`config.mk`:
```
export PLATFORM = sky130hd
export DESIGN_NAME = ahb_led_reg
export DESIGN_NICKNAME = d
export VERILOG_FILES = /design/src/rtl/ahb_led_reg.sv
export SDC_FILE = /design/constraint.sdc
export NUM_CORES = 1
export LEC_CHECK = 0
export ABC_AREA = 1
export BUFFER_PORTS_ARGS = -buffer_cell sky130_fd_sc_hd__buf_2
export CAP_MARGIN = 0
export CORE_ASPECT_RATIO = 1.25
export CORE_MARGIN = 5
export CORE_UTILIZATION = 43
export CTS_BUF_LIST = sky130_fd_sc_hd__clkbuf_8
export CTS_CLUSTER_DIAMETER = 100
export DETAILED_ROUTE_END_ITERATION = 8
export PLACE_DENSITY = 0.77
export REMOVE_ABC_BUFFERS = 1
export SYNTH_ARGS = -nofsm -noshare
export SYNTH_HDL_FRONTEND = slang
export SYNTH_SLANG_ARGS = --single-unit
```
`constraint.sdc`:
```
create_clock -name hclk -period 1.3 [get_ports hclk]
set_input_delay 0.065 -clock hclk [delete_from_list [all_inputs] [get_ports hclk]]
set_output_delay 0.065 -clock hclk [all_outputs]
set_load 0.01 [all_outputs]
```
`src/rtl/ahb_led_reg.sv`:
```
module ahb_led_reg #(
  parameter int ADDR_W = 8,
  parameter bit ERR_EN = 1'b1
) (
  input  logic              hclk,
  input  logic              hresetn,
  input  logic              hsel,
  input  logic [ADDR_W-1:0] haddr,
  input  logic [1:0]        htrans,
  input  logic              hwrite,
  input  logic [2:0]        hsize,
  input  logic              hready,
  input  logic [31:0]       hwdata,
  output logic [31:0]       hrdata,
  output logic              hreadyout,
  output logic              hresp,
  output logic [31:0]       led_out
);

  localparam int LANES = 4;

  logic             accept, misalign, bad;
  logic [LANES-1:0] lanes;
  logic             dp_valid, dp_write;
  logic [LANES-1:0] dp_lanes;
  logic             err_first, err_second;
  logic [31:0]      reg_q;

  assign accept   = hsel & hready & htrans[1];
  assign misalign = ((hsize == 3'd1) & haddr[0]) | ((hsize == 3'd2) & (haddr[1:0] != 2'b00));
  assign bad      = (haddr[ADDR_W-1:2] != '0) | (hsize > 3'd2) | misalign;

  always_comb begin
    case (hsize)
      3'd0:    lanes = 4'b0001 << haddr[1:0];
      3'd1:    lanes = haddr[1] ? 4'b1100 : 4'b0011;
      default: lanes = 4'b1111;
    endcase
  end

  always_ff @(posedge hclk or negedge hresetn) begin
    if (!hresetn) begin
      dp_valid   <= 1'b0;
      dp_write   <= 1'b0;
      dp_lanes   <= '0;
      err_first  <= 1'b0;
      err_second <= 1'b0;
    end else begin
      if (hready) begin
        dp_valid <= accept & ~bad;
        dp_write <= hwrite;
        dp_lanes <= lanes;
      end
      err_first  <= ERR_EN && accept && bad;
      err_second <= err_first;
    end
  end

  always_ff @(posedge hclk or negedge hresetn) begin
    if (!hresetn) begin
      reg_q <= '0;
    end else if (dp_valid && dp_write) begin
      for (int i = 0; i < LANES; i++)
        if (dp_lanes[i]) reg_q[8*i +: 8] <= hwdata[8*i +: 8];
    end
  end

  assign hrdata    = (dp_valid && !dp_write) ? reg_q : '0;
  assign hresp     = err_first | err_second;
  assign hreadyout = ~err_first;
  assign led_out   = reg_q;

endmodule

```
==> results.yml <==
outcome:
  violations: "setup timing"
  status: "finished, violations left"
synthesis:
  synthAdderAreaFrac_pct: 0
  synth_mux_area_share_pct: 0
  synth.distinct_cells: 12
  synth.largest_area_cell: "dfrtp_1"
  synth_top_family_by_area: "simple AND/OR/NAND/NOR gates"
  synth.avg_cell_area_sq_um: 8.11
  synthXorXnorAreaFrac_pct: 0
  yosysSeqAreaShare_pct: 55.6
  ys_ff_latch: 40
  synth_area_leaders: "dfrtp_1, nor2_1, a21oi_1, inv_1, buf_6"
  synth_top_cell_area_share_pct: 55.6
  synth_compound_area_share_pct: 10.8
  ys_warn_count: 0
  syn_inst: 222
  synth.cell_area_sq_mm: 0.00180
  yosys.area_share.simple_pct: 21.7
detailed_routing:
  drtAntennaViolNets: 0
  drt-total-wl_um: 5310
  drtIter0Drc: 40
  drc_errors: 0
  num_vias: 1831
  vias_per_cell: 4.53
  wl_per_cell_um: 13.1
  dr.pass1.iters: 4
sta:
  rsz0062_at_grt: "yes"
  slew_headroom_pct: 68.1
  slew_violations: 0
  worstMarginPinSlew_ps: 479
  hold_viol: 0
  setup_ws_ps: -65.4
  fmax_ghz: 0.732
  finalClockSkew_ps: 5.86
  min_period_over_period_pct: 105
  finalSetupViolations: 32
  min_period_ps: 1370
  finalSetupTns_ps: -1080
clock_tree:
  tritoncts: "done"
  htree_num_levels: 2
  clock_latency_ps: 280
  cts.path.max_buffers: 2
  path_clk_slew_ps: 70
  cts.sinks: 40
  cts_root_buf: "clkbuf_8"
  cts_made_buffers: 5
die:
  start_util_pct: 44.3
  io_pins: 116
  die_y_um: 82.3
  chipWidth_um: 67.9
  coreArea_sq_mm: 0.00407
  rows: 26
  dieArea_sq_mm: 0.00559
final_layout:
  final_cells: 404
  drive_gt1_share_pct: 46.8
  area_growth_syn_to_layout_pct: 61.2
  fin_util_pct: 71.4
  antenna_cells: 0
  mostFrequentLayoutCells: "buf_2, nor2_1, inv_1"
  stdcell_area_sq_mm: 0.00290
  final_nets: 397
  final_common_cell: "buf_2"
placed_design:
  place_hpwl_um: 3550
  dp.cells: 388
  gp_congestion: 0.761
  io_buffers: 114
  dpl-instance-area_sq_mm: 0.00242
worst_setup_path:
  crit_arrival_ps: 1300
  crit_required_ps: 1240
  cp_max_fo: 5
  critPathKind: "reg2out"
  cp-end-kind: "primary output"
  startpoint_type: "register"
grt:
  grt_pass1_vias: 1693
  grt_usage_pct: 18.2
  grt_max_degree: 22
  grt_first_pass_wirelength_um: 7580
  grt_antenna_before_repair: 0
  overflow: 0
pwr:
  fin_total_pwr_mw: 2.49
  p_leak_nw: 1.61
  p_per_area_mw_per_mm2: 859
  ir_drop_mv: 0.711
hold_path:
  hold_class: "in2reg"
job:
  maxCapViolations: 0
path summary, 6_finish.rpt:
check,endpoint,depth (start not counted),start,slack [ps]
worst max-delay path,hrdata[19],5,dp_write$_DFFE_PN0P_,-70
worst min-delay path,led_out[4]$_DFFE_PN0P_,3,hwdata[4],20
worst max register to register,led_out[8]$_DFFE_PN0P_,4,dp_valid$_DFFE_PN0P_,150
worst min register to register,err_second$_DFF_PN0_,0,err_first$_DFF_PN0_,400
max in group asynchronous,dp_valid$_DFFE_PN0P_,3,hresetn,540
min in group asynchronous,led_out[25]$_DFFE_PN0P_,2,hresetn,270
cell families after synthesis:
family	count (synthesis)
compound gates	39
buf+inv	48
flops	40
simple gates	95
layout make-up:
cell class | instances | area [sq um]
clock buffer | 6 | 82.6
tap | 56 | 70.1
timing repair buffer | 125 | 828
multi-input combinational | 134 | 754
sequential | 40 | 1000
clock inverter | 2 | 7.51
fill | 320 | 1160
inverter | 41 | 156
per-stage QoR:
| stage | worst slack [ps] | hold WS (ps) |
|---|---|---|
| after floorplan | 11.1 | -231 |
| after global placement | 144 | 48.0 |
| after detailed placement | 129 | 49.3 |
| after CTS | -50.9 | 14.5 |
| after global routing | -117 | 18.2 |
| final | -65.4 | 22.2 |
power breakdown:
part,switching [mW],internal (mW)
Combinational,0.187,0.144
Sequential,0.0396,1.31
Clock,0.396,0.417
metal layers:
layer / global-route usage, % / share of wire, % / vias to the layer above
li1: - / - / 925
met1: 19.5 / 34 / 833
met2: 33.2 / 58 / 58
met3: 3.92 / 5.1 / 15
met4: 9.15 / 3.2 / 0
met5: 0 / 0 / -
sequential cells by signal (all words and copies together), names as in the netlist:
signal / cells
led_out: 32
dp_lanes: 4
dp_valid: 1
dp_write: 1
err_first: 1
err_second: 1
what timing repair did:
action                                 4_1_cts  5_1_grt
pin swaps                                    1        1
gates resized for setup                     23       45
cloned                                       2        1
buffers inserted                             3        0
hold buffers                                 2        0
endpoints found under the hold margin       20        0
setup endpoints to repair                   32       53
critical path, cell delays in order (launching register included):
cell and delay [ps]:
dfrtp_2 440, inv_4 90, nand2_8 90, clkbuf_16 180
nor2_1 80, buf_2 140
cells in the mapped netlist:
cell type / number
a21oi_1: 36
and3_1: 1
buf_2: 3
buf_6: 4
dfrtp_1: 40
inv_1: 41
nand2_1: 11
nand3_1: 3
nand3_2: 4
nor2_1: 75
o21ai_0: 3
or2_2: 1
(Power assumes the default switching activity.)
